--- config.mk ---
export PLATFORM = sky130hd
export DESIGN_NAME = csr_tgt_responder
export DESIGN_NICKNAME = d
export VERILOG_FILES = /design/src/rtl/csr_tgt_pkg.sv /design/src/rtl/csr_tgt_decode.sv /design/src/rtl/csr_tgt_fsm.sv /design/src/rtl/csr_tgt_regfile.sv /design/src/rtl/csr_tgt_responder.sv
export SDC_FILE = /design/constraint.sdc
export NUM_CORES = 1
export LEC_CHECK = 0
export BUFFER_PORTS_ARGS = -buffer_cell sky130_fd_sc_hd__clkbuf_2
export CORE_ASPECT_RATIO = 1.4
export CORE_UTILIZATION = 48
export CTS_BUF_LIST = sky130_fd_sc_hd__clkbuf_16
export DETAILED_ROUTE_END_ITERATION = 8
export PLACE_DENSITY = 0.65
export SLEW_MARGIN = 20
export SYNTH_ARGS = -nofsm -noshare
export SYNTH_HDL_FRONTEND = slang
export SYNTH_HIERARCHICAL = 1
export SYNTH_SLANG_ARGS = --single-unit
--- constraint.sdc ---
create_clock -name clk -period 3.95 [get_ports clk]
set_input_delay 0.79 -clock clk [delete_from_list [all_inputs] [get_ports clk]]
set_output_delay 0.79 -clock clk [all_outputs]
set_load 0.01 [all_outputs]
--- src/rtl/csr_tgt_pkg.sv ---
package csr_tgt_pkg;

   typedef enum logic [2:0] {
      ST_IDLE,
      ST_DECODE,
      ST_DATA,
      ST_DISC,
      ST_MISS
   } tgt_state_e;

   localparam logic [3:0] CMD_MEM_RD      = 4'b0110;
   localparam logic [3:0] CMD_MEM_WR      = 4'b0111;
   localparam logic [3:0] CMD_MEM_RD_MULT = 4'b1100;
   localparam logic [3:0] CMD_MEM_RD_LINE = 4'b1110;

   localparam int LANES = 4;

   // expand active-low byte enables to a 32-bit lane mask
   function automatic logic [31:0] lane_mask(input logic [LANES-1:0] be_n);
      logic [31:0] m;
      for (int i = 0; i < LANES; i++) begin
         m[8*i +: 8] = {8{~be_n[i]}};
      end
      return m;
   endfunction

endpackage

--- src/rtl/csr_tgt_decode.sv ---
module csr_tgt_decode
   import csr_tgt_pkg::*;
#(
   parameter logic [31:0] BASE_ADDR    = 32'h4000_1000,
   parameter int          NREG         = 8,
   parameter bit          READ_ALIASES = 1'b1,
   localparam int         IDXW         = $clog2(NREG),
   localparam int         WIN_LSB      = 2 + IDXW
) (
   input  logic [31:0]     addr,
   input  logic [3:0]      cmd,
   output logic            hit,
   output logic            is_write,
   output logic            order_ok,
   output logic [IDXW-1:0] idx
);

   if (NREG < 2 || (NREG & (NREG - 1)) != 0) begin : g_bad_nreg
      $error("NREG must be a power of two and at least 2");
   end
   if (BASE_ADDR[WIN_LSB-1:0] != '0) begin : g_bad_base
      $error("BASE_ADDR must be aligned to the window size");
   end

   logic is_read;

   if (READ_ALIASES) begin : g_rd_alias
      assign is_read = (cmd == CMD_MEM_RD) || (cmd == CMD_MEM_RD_MULT) ||
                       (cmd == CMD_MEM_RD_LINE);
   end else begin : g_rd_plain
      assign is_read = (cmd == CMD_MEM_RD);
   end

   assign is_write = (cmd == CMD_MEM_WR);
   assign hit      = (is_read || is_write) &&
                     (addr[31:WIN_LSB] == BASE_ADDR[31:WIN_LSB]);
   assign idx      = addr[WIN_LSB-1:2];
   // only linear burst order is accepted without an early disconnect
   assign order_ok = (addr[1:0] == 2'b00);

endmodule

--- src/rtl/csr_tgt_fsm.sv ---
module csr_tgt_fsm
   import csr_tgt_pkg::*;
(
   input  logic       clk,
   input  logic       rst_n,
   input  logic       frame_n,
   input  logic       irdy_n,
   input  logic       hit,
   input  logic       order_ok,
   output tgt_state_e state,
   output logic       addr_strobe,
   output logic       xfer,
   output logic       devsel_n,
   output logic       trdy_n,
   output logic       stop_n
);

   always_ff @(posedge clk or negedge rst_n) begin
      if (!rst_n) begin
         state    <= ST_IDLE;
         devsel_n <= 1'b1;
         trdy_n   <= 1'b1;
         stop_n   <= 1'b1;
      end else begin
         unique case (state)
            ST_IDLE: begin
               if (!frame_n) state <= ST_DECODE;
            end
            ST_DECODE: begin
               if (hit) begin
                  state    <= ST_DATA;
                  devsel_n <= 1'b0;
                  trdy_n   <= 1'b0;
                  stop_n   <= frame_n & order_ok;
               end else begin
                  state <= ST_MISS;
               end
            end
            ST_DATA: begin
               if (!irdy_n) begin
                  trdy_n <= 1'b1;
                  if (!frame_n) begin
                     state  <= ST_DISC;
                     stop_n <= 1'b0;
                  end else begin
                     state    <= ST_IDLE;
                     devsel_n <= 1'b1;
                     stop_n   <= 1'b1;
                  end
               end else begin
                  stop_n <= frame_n & order_ok;
               end
            end
            ST_DISC: begin
               if (frame_n) begin
                  state    <= ST_IDLE;
                  devsel_n <= 1'b1;
                  stop_n   <= 1'b1;
               end
            end
            ST_MISS: begin
               if (frame_n && irdy_n) state <= ST_IDLE;
            end
            default: state <= ST_IDLE;
         endcase
      end
   end

   assign addr_strobe = (state == ST_IDLE) && !frame_n;
   assign xfer        = (state == ST_DATA) && !irdy_n;

   assert_ready_needs_claim_R2: assert property (@(posedge clk) disable iff (!rst_n)
      !trdy_n |-> !devsel_n);

   assert_medium_decode_R2: assert property (@(posedge clk) disable iff (!rst_n)
      $fell(devsel_n) |-> $past(state == ST_DECODE));

   assert_one_phase_R8: assert property (@(posedge clk) disable iff (!rst_n)
      xfer |=> trdy_n);

   assert_stop_cause_R7: assert property (@(posedge clk) disable iff (!rst_n)
      (!trdy_n && !stop_n) |-> ($past(!frame_n) || $past(!order_ok)));

   assert_disc_hold_R8: assert property (@(posedge clk) disable iff (!rst_n)
      (state == ST_DISC) |-> (trdy_n && !stop_n && !devsel_n));

   assert_no_claim_miss_R10: assert property (@(posedge clk) disable iff (!rst_n)
      (state == ST_MISS) |-> (devsel_n && trdy_n));

endmodule

--- src/rtl/csr_tgt_regfile.sv ---
module csr_tgt_regfile
   import csr_tgt_pkg::*;
#(
   parameter int          NREG      = 8,
   parameter logic [31:0] IMPL_MASK = 32'h7FFF_FFFF,
   parameter logic [31:0] RESET_VAL = 32'hFFFF_0000,
   localparam int         IDXW      = $clog2(NREG)
) (
   input  logic             clk,
   input  logic             rst_n,
   input  logic             we,
   input  logic [IDXW-1:0]  widx,
   input  logic [LANES-1:0] wbe_n,
   input  logic [31:0]      wdata,
   input  logic [IDXW-1:0]  ridx,
   output logic [31:0]      rdata
);

   logic [NREG-1:0][31:0] regs;

   always_ff @(posedge clk or negedge rst_n) begin
      if (!rst_n) begin
         for (int r = 0; r < NREG; r++) begin
            regs[r] <= RESET_VAL & IMPL_MASK;
         end
      end else if (we) begin
         for (int l = 0; l < LANES; l++) begin
            if (!wbe_n[l]) begin
               regs[widx][8*l +: 8] <= wdata[8*l +: 8] & IMPL_MASK[8*l +: 8];
            end
         end
      end
   end

   assign rdata = regs[ridx];

   for (genvar r = 0; r < NREG; r++) begin : g_reg_chk
      for (genvar l = 0; l < LANES; l++) begin : g_lane_chk
         assert_lane_hold_R4: assert property (@(posedge clk) disable iff (!rst_n)
            !(we && (widx == r[IDXW-1:0]) && !wbe_n[l]) |=> $stable(regs[r][8*l +: 8]));
      end
   end

   assert_reserved_zero_R5: assert property (@(posedge clk) disable iff (!rst_n)
      (rdata & ~IMPL_MASK) == 32'h0);

endmodule

--- src/rtl/csr_tgt_responder.sv ---
module csr_tgt_responder
   import csr_tgt_pkg::*;
#(
   parameter logic [31:0] BASE_ADDR    = 32'h4000_1000,
   parameter int          NREG         = 8,
   parameter logic [31:0] IMPL_MASK    = 32'h7FFF_FFFF,
   parameter logic [31:0] RESET_VAL    = 32'hFFFF_0000,
   parameter bit          READ_ALIASES = 1'b1,
   localparam int         IDXW         = $clog2(NREG)
) (
   input  logic        clk,
   input  logic        rst_n,
   input  logic        frame_n,
   input  logic        irdy_n,
   input  logic [3:0]  cbe_n,
   input  logic [31:0] ad_in,
   output logic [31:0] ad_out,
   output logic        ad_oe,
   output logic        devsel_n,
   output logic        trdy_n,
   output logic        stop_n
);

   tgt_state_e      state;
   logic            addr_strobe;
   logic            xfer;
   logic [31:0]     addr_q;
   logic [3:0]      cmd_q;
   logic            hit;
   logic            is_write;
   logic            order_ok;
   logic [IDXW-1:0] idx;
   logic [31:0]     rd_word;

   // address phase capture
   always_ff @(posedge clk or negedge rst_n) begin
      if (!rst_n) begin
         addr_q <= '0;
         cmd_q  <= '0;
      end else if (addr_strobe) begin
         addr_q <= ad_in;
         cmd_q  <= cbe_n;
      end
   end

   csr_tgt_decode #(
      .BASE_ADDR   (BASE_ADDR),
      .NREG        (NREG),
      .READ_ALIASES(READ_ALIASES)
   ) u_decode (
      .addr    (addr_q),
      .cmd     (cmd_q),
      .hit     (hit),
      .is_write(is_write),
      .order_ok(order_ok),
      .idx     (idx)
   );

   csr_tgt_fsm u_fsm (
      .clk        (clk),
      .rst_n      (rst_n),
      .frame_n    (frame_n),
      .irdy_n     (irdy_n),
      .hit        (hit),
      .order_ok   (order_ok),
      .state      (state),
      .addr_strobe(addr_strobe),
      .xfer       (xfer),
      .devsel_n   (devsel_n),
      .trdy_n     (trdy_n),
      .stop_n     (stop_n)
   );

   csr_tgt_regfile #(
      .NREG     (NREG),
      .IMPL_MASK(IMPL_MASK),
      .RESET_VAL(RESET_VAL)
   ) u_regs (
      .clk  (clk),
      .rst_n(rst_n),
      .we   (xfer && is_write),
      .widx (idx),
      .wbe_n(cbe_n),
      .wdata(ad_in),
      .ridx (idx),
      .rdata(rd_word)
   );

   assign ad_oe  = (state == ST_DATA) && !is_write;
   assign ad_out = ad_oe ? (rd_word & lane_mask(cbe_n)) : 32'h0;

   assert_drive_in_phase_R3: assert property (@(posedge clk) disable iff (!rst_n)
      ad_oe |-> (!trdy_n && !devsel_n));

   assert_quiet_bus_R10: assert property (@(posedge clk) disable iff (!rst_n)
      !ad_oe |-> (ad_out == 32'h0));

endmodule

==> Word level (Yosys, flattened, before mapping) <==
Cells that the tools add are included.
{ "word_totals": {"reg_bits": 298, "input_bits": 40, "out_inout_bits": 36, "elab_cells": 97} }
{ "op_classes": {"order_cmp": 2, "eq_ne": 14, "muxes": 40, "n_bitwise": 6, "n_reduce_logical": 21} }
{ "ops": {"columns": ["operator", "n"], "rows": [
  ["256-bit 2-to-1 mux", 7],
  ["256-bit bitwise mux", 4],
  ["32-bit demux with 3-bit select", 4],
  ["32-bit binary-select mux with 3-bit select", 1],
  ["32-bit 2-to-1 mux", 3],
  ["32-bit bitwise AND", 1],
  ["27-bit by 26-bit == test with 1-bit output (second input constant)", 1],
  ["24-bit 2-to-1 mux", 1],
  ["16-bit 2-to-1 mux", 1],
  ["3-bit 2-to-1 mux", 5],
  ["3-bit case mux with 5 select lines", 1],
  ["3-bit AND reduction", 3],
  ["4-bit by 3-bit == test with 1-bit output (second input constant)", 2],
  ["4-bit == test (second input constant)", 2],
  ["1-bit 2-to-1 mux", 8],
  ["8-bit 2-to-1 mux", 1],
  ["2-bit != test (second input constant)", 4],
  ["1-bit logical AND", 7],
  ["3-bit by 2-bit == test with 1-bit output (second input constant)", 2],
  ["1-bit case mux with 3 select lines", 2],
  ["3-bit by 4-bit less-than comparator with 1-bit output (second input constant)", 1],
  ["1-bit inverter", 4],
  ["4-bit AND reduction", 1],
  ["3-bit by 1-bit == test with 1-bit output (second input constant)", 1],
  ["other kinds (12)", 16]
]} }

==> Longest topological paths before layout <==
Gate-level depths: netlist (run 1).
{ "logic_depth": {"word_depth": 15, "ltp_mapped": 10} }

==> Cells and area by module <==
Netlist (run 1), hierarchy kept.
{ "by_module_without_submodules": {"columns": ["module", "n_inst", "cells_each", "area_per_inst_um2", "seq_area_each_um2"], "rows": [
  ["csr_tgt_regfile", 1, 669, 11398.4, 6356.1],
  ["csr_tgt_responder", 1, 118, 1637.8, 900.9],
  ["csr_tgt_fsm", 1, 40, 372.9, 153.9],
  ["csr_tgt_decode", 1, 17, 131.4, 0.0]
]} }

==> Least setup slack after synthesis (run 1) <==
Ideal clock, no wire load.
{ "synth_path": {"kind": "flip-flop to output port", "startpoint": "register addr_q[2]", "endpoint": "output port ad_out[29]", "arrival_ns": 1.849, "path_slack_ns": 1.311, "stages_incl_launch_ff": 7, "path_buffers": 3, "path_cell_list": "dfrtp_1 -> buf_4 -> buf_2 -> buf_2 -> mux4_2 -> mux2_2 -> and3_2"} }
{ "synth_via": {"elab_chain_cells": 4} }
{ "synth_rtl": {"columns": ["element", "line_no", "text"], "rows": [
  ["start: declaration", "csr_tgt_responder.sv:27", "logic [31:0] addr_q;"],
  ["start signal: assignment", "csr_tgt_responder.sv:41", "addr_q <= ad_in;"],
  ["32-bit binary-select mux with 3-bit select", "csr_tgt_regfile.sv:35", "assign rdata = regs[ridx];"],
  ["32-bit 2-to-1 mux (implied by the code)", "csr_tgt_regfile.sv:35", null],
  ["via rd_word[29]", "csr_tgt_responder.sv:33", "logic [31:0] rd_word;"],
  ["32-bit bitwise AND", "csr_tgt_responder.sv:90", "assign ad_out = ad_oe ? (rd_word & lane_mask(cbe_n)) : 32'h0;"],
  ["32-bit 2-to-1 mux", "csr_tgt_responder.sv:90", null],
  ["end: declaration", "csr_tgt_responder.sv:17", "output logic [31:0] ad_out,"]
]} }
The timed path passes the listed nets, and every way through them passes these cells. The select of a mux whose other input is x is not followed.

==> Worst setup path in the final report (run 1) <==
{ "layout_path": {"startpoint": "register addr_q[2]", "endpoint": "output port ad_out[1]"} }
Same word-level chain as after synthesis.

==> metrics.txt, run 1 <==
Internal=5.18 mW; power share of the clock group=0.343; vias=7513; Synth Area in Compound Gates=0.00804; Main synth FF type=dfrtp_1; sequential-to-total area share from yosys stat=0.547; CP Class=flip-flop to primary output; xor/xnor share of the synthesized area=0; CP Capture Type=primary output; Synth area leaders=dfrtp_1 31%, mux2_2 26%, dfstp_2 24%; Sw Pwr=2.10 mW; Post-Synth Adder-Cell Area=0; Final Cycle Share=0.912; Worst Hold Class=primary input to asynchronous set/reset pin; leading area contributor after synthesis=dfrtp_1; DIE HEIGHT=about 200 um; Total Power=7.28 mW; gpl congestion=0.763; synthesized instance count=about 840; Final Critical Period=3.60 ns; 1st-iter DRT viols=301; vias in the first global route=8170; PostCTS Resize Cnt=0; FMAX=278 MHz; depth of the CTS H-tree=1; Reg power frac=0.489; initial antenna violation count=1; final hold violation count=0; synth-to-layout area growth=11.9%; peak supply drop=320 uV; synthesized area=13500 um2; Post-Syn Nets=between 800 and 900; Slew @ Worst Pin=0.983 ns; Vias/cell=approximately 5.7; Die Span X=~140 um; I/O Pins=76; Post-Route WL=29200 um; GR Overflow Total=0; Warnings, synthesis=6; PwrDens=480 nW/um2; postcts setup bufs=0; hold buffer count at cts=0; Clock Tree Root=clkbuf_16; clock transition at the registers of the reported paths=0.06 ns; LEAKAGE=6.90 nW; worst hold slack=0.258 ns; crit path max-delay cell type=dfrtp_4; Worst EP arrival=2.81 ns; DRT antenna net count=0; Simple-Gate Fraction of Synth Area=0.0552; post-synthesis mux area share=0.367; synthesis-stage register bit count=290; status=finished clean; Net Sw Frac=0.289; Cell Chain, Critical Path=buf_12 > mux4_2 > mux2_2 > and3_1 > clkbuf_2; TritonCTS Buffers=29; Avg Cell Area, Syn=16.0 um2; RSZ-0062 raised after global routing=no; DR WL/cell=22.2 um; pin count of the biggest net entering global routing=87; Unique masters post-synth=45; CORE AREA=27700 um2; max-capacitance violation count=0; top cell type's share of synthesized area=0.309; initial core utilization=0.490; clk_skew=0.0121 ns; fin nets=about 960; WP data required=around 3.2 ns; share of layout cells above drive strength 1=0.699; Port Buffers=74; Final Slew Violations=0; CTS tree=yes; Async S/R FF share, synth=1.00; Max FO, Critical Path=31; setup TNS=0 ns; full die area=28900 um2; CP Launch Type=flip-flop; DRC violations left=0; final setup violating endpoints=0; Post-synth EDFFs=0; Worst-Skew Late Latency=0.54 ns; Logic pwr share=0.167; TritonRoute pass-1 iters=5; row cnt=72; Max Buffers Root-to-Sink=3; largest family of logic cells by synthesized area=multiplexers; global-route wire length before repair=between 40000 and 50000 um; clk sinks=290; Slowest Stage Delay on Critical Path=0.86 ns; DP Wirelength=18100 um; Rel. slew slack=0.345; Total GRT Usage=0.214
[path summary, 6_finish.rpt]
path                                startpoint         endpoint  slack [ns]  cells past startpoint
worst min register to register    u_fsm/trdy_n     u_fsm/trdy_n        0.49                      2
worst min-delay path                     rst_n       addr_q[23]        0.26                      1
worst max-delay path                 addr_q[2]        ad_out[1]        0.35                      5
max in group asynchronous                rst_n        addr_q[2]        2.76                      2
min in group clk                  u_fsm/trdy_n     u_fsm/trdy_n        0.49                      2
worst max register to register  u_fsm/state[0]  u_regs/regs[43]        1.14                      6
[power by group through the flow]
| stage | clock network [mW] | registers [mW] | logic [mW] |
|---|---|---|---|
| after floorplan | 0 | 3.31 | 1.10 |
| after global placement | 0 | 3.73 | 1.10 |
| after global routing | 2.68 | 3.61 | 1.31 |
| after detailed placement | 0 | 3.73 | 1.11 |
| after CTS | 2.58 | 3.68 | 1.11 |
| final | 2.50 | 3.56 | 1.22 |
[metrics by stage]
step                cells  utilization  area (um2)  worst slack [ns]
floorplan             844            -       13500              1.31
global placement     1260        0.516       14300             0.836
detailed placement   1260        0.516       14300             0.847
CTS                  1312        0.547       15100             0.268
global route         1313        0.548       15100             0.167
finish               1314        0.548       15100             0.347
[kinds of logic (layout without fill, tap and decap cells)]
family | Yosys count | after routing
muxes | 377 | 377
and+or+nand+nor | 115 | 115
AOI/OAI and AO/OA | 15 | 15
DFF | 290 | 290
other | 1 | 2
buffers and inverters | 46 | 145
[cells in the mapped netlist, types with 2 or more instances]
library cell,number
mux2_4,7
buf_2,12
nor2b_1,2
mux2_2,308
nand3b_1,4
a31oi_1,2
nand2b_4,2
mux4_2,62
nor3_1,2
buf_4,8
nor4b_2,3
o21ai_0,4
nor3_2,6
nor4_1,5
clkbuf_1,11
inv_1,3
nor3b_1,3
nor2_1,11
nand3_1,2
buf_6,11
nor2_2,9
a21oi_1,2
nand2b_1,4
nand2_1,17
nand4_1,2
or3_1,5
dfstp_2,123
and3_1,29
dfrtp_1,167
and3_2,3
[per-layer routing]
metal,GRT usage,vias up,share of wire
li1,-,3324,-
met2,0.369,129,0.52
met4,0.0448,0,0.016
met1,0.286,4023,0.43
met3,0.0315,37,0.038
met5,0,-,0
[registers in the layout, indices dropped and copies added (netlist names)]
name            count
u_fsm/state         3
u_fsm/devsel_n      1
u_regs/regs       248
cmd_q               4
u_fsm/stop_n        1
addr_q             32
u_fsm/trdy_n        1
[critical path: cells and delay by family, from the launching register on]
family,cells,cell delay [ns]
flip-flops,1,0.86
buffers and inverters,2,0.44
AND/OR/NAND/NOR,1,0.15
multiplexers,2,0.81
[area by class of cell]
type / count / area, um2
clock inverters: 23 / 121
multi-input cells: 508 / 5840
fillers: 2316 / 12500
clock buffers: 29 / 726
repair buffers: 89 / 563
well taps: 370 / 463
inverters: 4 / 15.0
flip-flops and latches: 290 / 7420
diodes: 1 / 2.50
[cell usage in the layout (no fill, tap or decap), types with 2 or more instances in the layout]
cell	synthesis	routed
nor3b_1	3	3
or3_1	5	5
nor4_1	5	4
nand2_1	17	17
nand2b_1	4	4
nor3_1	2	2
nand3b_1	4	4
nor2b_1	2	2
nor2_2	9	9
clkbuf_2	0	73
and3_1	29	29
a31oi_1	2	2
clkbuf_16	0	29
and3_2	3	3
nor4b_2	3	3
mux4_2	62	62
a21oi_1	2	2
dfstp_2	123	123
buf_12	0	4
clkinv_1	0	8
mux2_2	308	308
inv_1	3	10
clkinv_2	0	7
buf_4	8	10
dfrtp_4	0	2
o21ai_0	4	4
nand4_1	2	2
dfrtp_1	167	164
nand2b_4	2	2
nand3_1	2	2
nor2_1	11	11
nor3_2	6	6
mux2_4	7	7
Note: power is estimated with default switching activity, not from simulation.
==> run 2, diff against run 1 <==
--- a/config.mk
+++ b/config.mk
@@ -6,11 +6,13 @@
 export NUM_CORES = 1
 export LEC_CHECK = 0
 export BUFFER_PORTS_ARGS = -buffer_cell sky130_fd_sc_hd__clkbuf_2
+export CELL_PAD_IN_SITES_DETAIL_PLACEMENT = 2
+export CELL_PAD_IN_SITES_GLOBAL_PLACEMENT = 2
 export CORE_ASPECT_RATIO = 1.4
 export CORE_UTILIZATION = 48
 export CTS_BUF_LIST = sky130_fd_sc_hd__clkbuf_16
 export DETAILED_ROUTE_END_ITERATION = 8
-export PLACE_DENSITY = 0.65
+export PLACE_DENSITY_LB_ADDON = 0.1
 export SLEW_MARGIN = 20
 export SYNTH_ARGS = -nofsm -noshare
 export SYNTH_HDL_FRONTEND = slang
==> metrics.txt, run 2 (same netlist as run 1, synthesis figures left out) <==
Total GRT Usage=0.268 (+0.0537); clk sinks=290 (unchanged); share of layout cells above drive strength 1=0.709 (+0.0102); Inst Count DP=1266 (+0.48%); final setup violating endpoints=0 (unchanged); TritonRoute pass-1 iters=4 (-1); DRC violations left=0 (unchanged); depth of the CTS H-tree=1 (unchanged); full die area=28900 um2 (unchanged); Slowest Stage Delay on Critical Path=0.85 ns (about the same); r2r startpoint=u_fsm/state[0]; clk_skew=0.0207 ns (+0.00852 ns); Final Core Density=0.555 (+0.00728); Worst-Skew Late Latency=0.56 ns (+0.02 ns); Max FO, Critical Path=34 (+9.7%); LEAKAGE=7.00 nW (+1.3%); Final Critical Period=3.71 ns (+0.107 ns); Rel. slew slack=0.388 (+0.0431); Vias/cell=5.90 (+3.2%); FMAX=270 MHz (-2.9%); Final Slew Violations=0 (unchanged); row cnt=72 (unchanged); CTS tree=yes; most common cell after layout, fill and taps aside=mux2_2; initial core utilization=0.490 (unchanged); fin nets=968 (+0.62%); setup TNS=0 ns (unchanged); peak supply drop=347 uV (+8.6%); CP Launch Type=flip-flop; CORE AREA=27700 um2 (unchanged); final hold violation count=0 (unchanged); crit path launch=addr_q[2]; register area=7420 um2 (about the same); RSZ-0062 raised after global routing=no; PostCTS Resize Cnt=0 (unchanged); clock transition at the registers of the reported paths=0.07 ns (about the same); GR Overflow Total=0 (unchanged); Clock Tree Root=clkbuf_16; Die Span X=144 um (unchanged); DP Wirelength=23400 um (+29%); Total Power=7.82 mW (+7.5%); pin count of the biggest net entering global routing=115 (+32%); I/O Pins=76 (unchanged); gpl congestion=0.790 (+3.6%); postcts setup bufs=0 (unchanged); Worst EP arrival=2.92 ns (+0.11 ns); max reg flops=248 (unchanged); Worst Hold Class=primary input to asynchronous set/reset pin; global-route wire length before repair=56900 um (+21%); Max Buffers Root-to-Sink=3 (unchanged); 1st-iter DRT viols=335 (+11%); DRT antenna net count=0 (unchanged); Most flops, register=u_regs/regs; status=finished clean; Non-Filler Instances=1323 (+0.68%); CP Capture Type=primary output; crit path max-delay cell type=dfrtp_4; Largest regs=u_regs/regs x248, addr_q x32, cmd_q x4; initial antenna violation count=1 (unchanged); Slew @ Worst Pin=0.919 ns (-0.0647 ns); commonest non-fill, non-tap cells in the layout=308 x mux2_2, 164 x dfrtp_1, 123 x dfstp_2; DR WL/cell=27.5 um (+24%); Port Buffers=74 (unchanged); max-capacitance violation count=0 (unchanged); area of the multi-input gates=5840 um2 (unchanged); Cell Chain, Critical Path=buf_12 > mux4_2 > mux2_2 > and3_1 > clkbuf_2; Post-Route WL=36400 um (+25%); fillcell total=2458 (+6.1%); PwrDens=509 nW/um2 (+6.0%); TritonCTS Buffers=30 (+3.4%); DIE HEIGHT=201 um (unchanged); CP Class=flip-flop to primary output; vias in the first global route=9387 (+15%); synth-to-layout area growth=13.3%; hold buffer count at cts=0 (unchanged); Final Cycle Share=0.939 (+0.0270); vias=7805 (+3.9%); WP data required=3.16 ns (about the same)
## run 2: changes by cell type in the layout (fill, tap and decap cells not counted), sizes merged
cell	before	now
buf	16	21
bufinv	1	5
clkbuf	102	105
clkinv	15	9
clkinvlp	0	4
inv	11	10
## run 2: worst max-delay path: cells and delay by family, from the launching register on
family	cells	cell delay [ns]
buffers and inverters	2	0.46
flip-flops	1	0.85
AND/OR/NAND/NOR	1	0.14
multiplexers	2	0.88
## run 2: metal layers
metal | vias up | track usage | wire length, um
met1 | 4250 | 0.317 | 13900
met2 | 154 | 0.495 | 20100
li1 | 3326 | - | -
met3 | 75 | 0.0334 | 1330
met5 | - | 0 | 0
met4 | 0 | 0.0870 | 1070
## run 2: worst paths after layout
path / endpoint / slack, ns / cells after the start
min reg2reg: u_regs/regs[142] / 0.50 / 1
max: ad_out[26] / 0.24 / 5
max reg2reg: u_regs/regs[36] / 1.06 / 6
max in group asynchronous: u_regs/regs[81] / 2.68 / 2
min: u_regs/regs[12] / 0.28 / 1
min in group clk: u_regs/regs[142] / 0.50 / 1
## run 2: power by group
| part | total (mW) | leakage, nW | internal, mW | switching, mW |
|---|---|---|---|---|
| Clock | 2.99 | 0.528 | 1.78 | 1.21 |
| Sequential | 3.57 | 3.51 | 3.18 | 0.395 |
| Combinational | 1.26 | 2.95 | 0.606 | 0.649 |
## run 2: cell type report
cell class / count / area share
multi-input combinational: 508 / 0.380
antenna: 1 / 0.000163
tap: 370 / 0.0302
sequential: 290 / 0.483
clock inverter: 24 / 0.0160
clock buffer: 32 / 0.0522
timing repair buffer: 94 / 0.0370
inverter: 4 / 0.000978
## run 2: through the flow
stage          hold WS [ns]  cell area [um2]  worst slack, ns
2_1_floorplan         0.472            13500             1.31
3_3_place_gp          0.481            14300            0.792
3_5_place_dp          0.493            14300            0.763
4_1_cts               0.349            15300            0.166
5_1_grt               0.332            15300           0.0603
6_report              0.280            15300            0.240
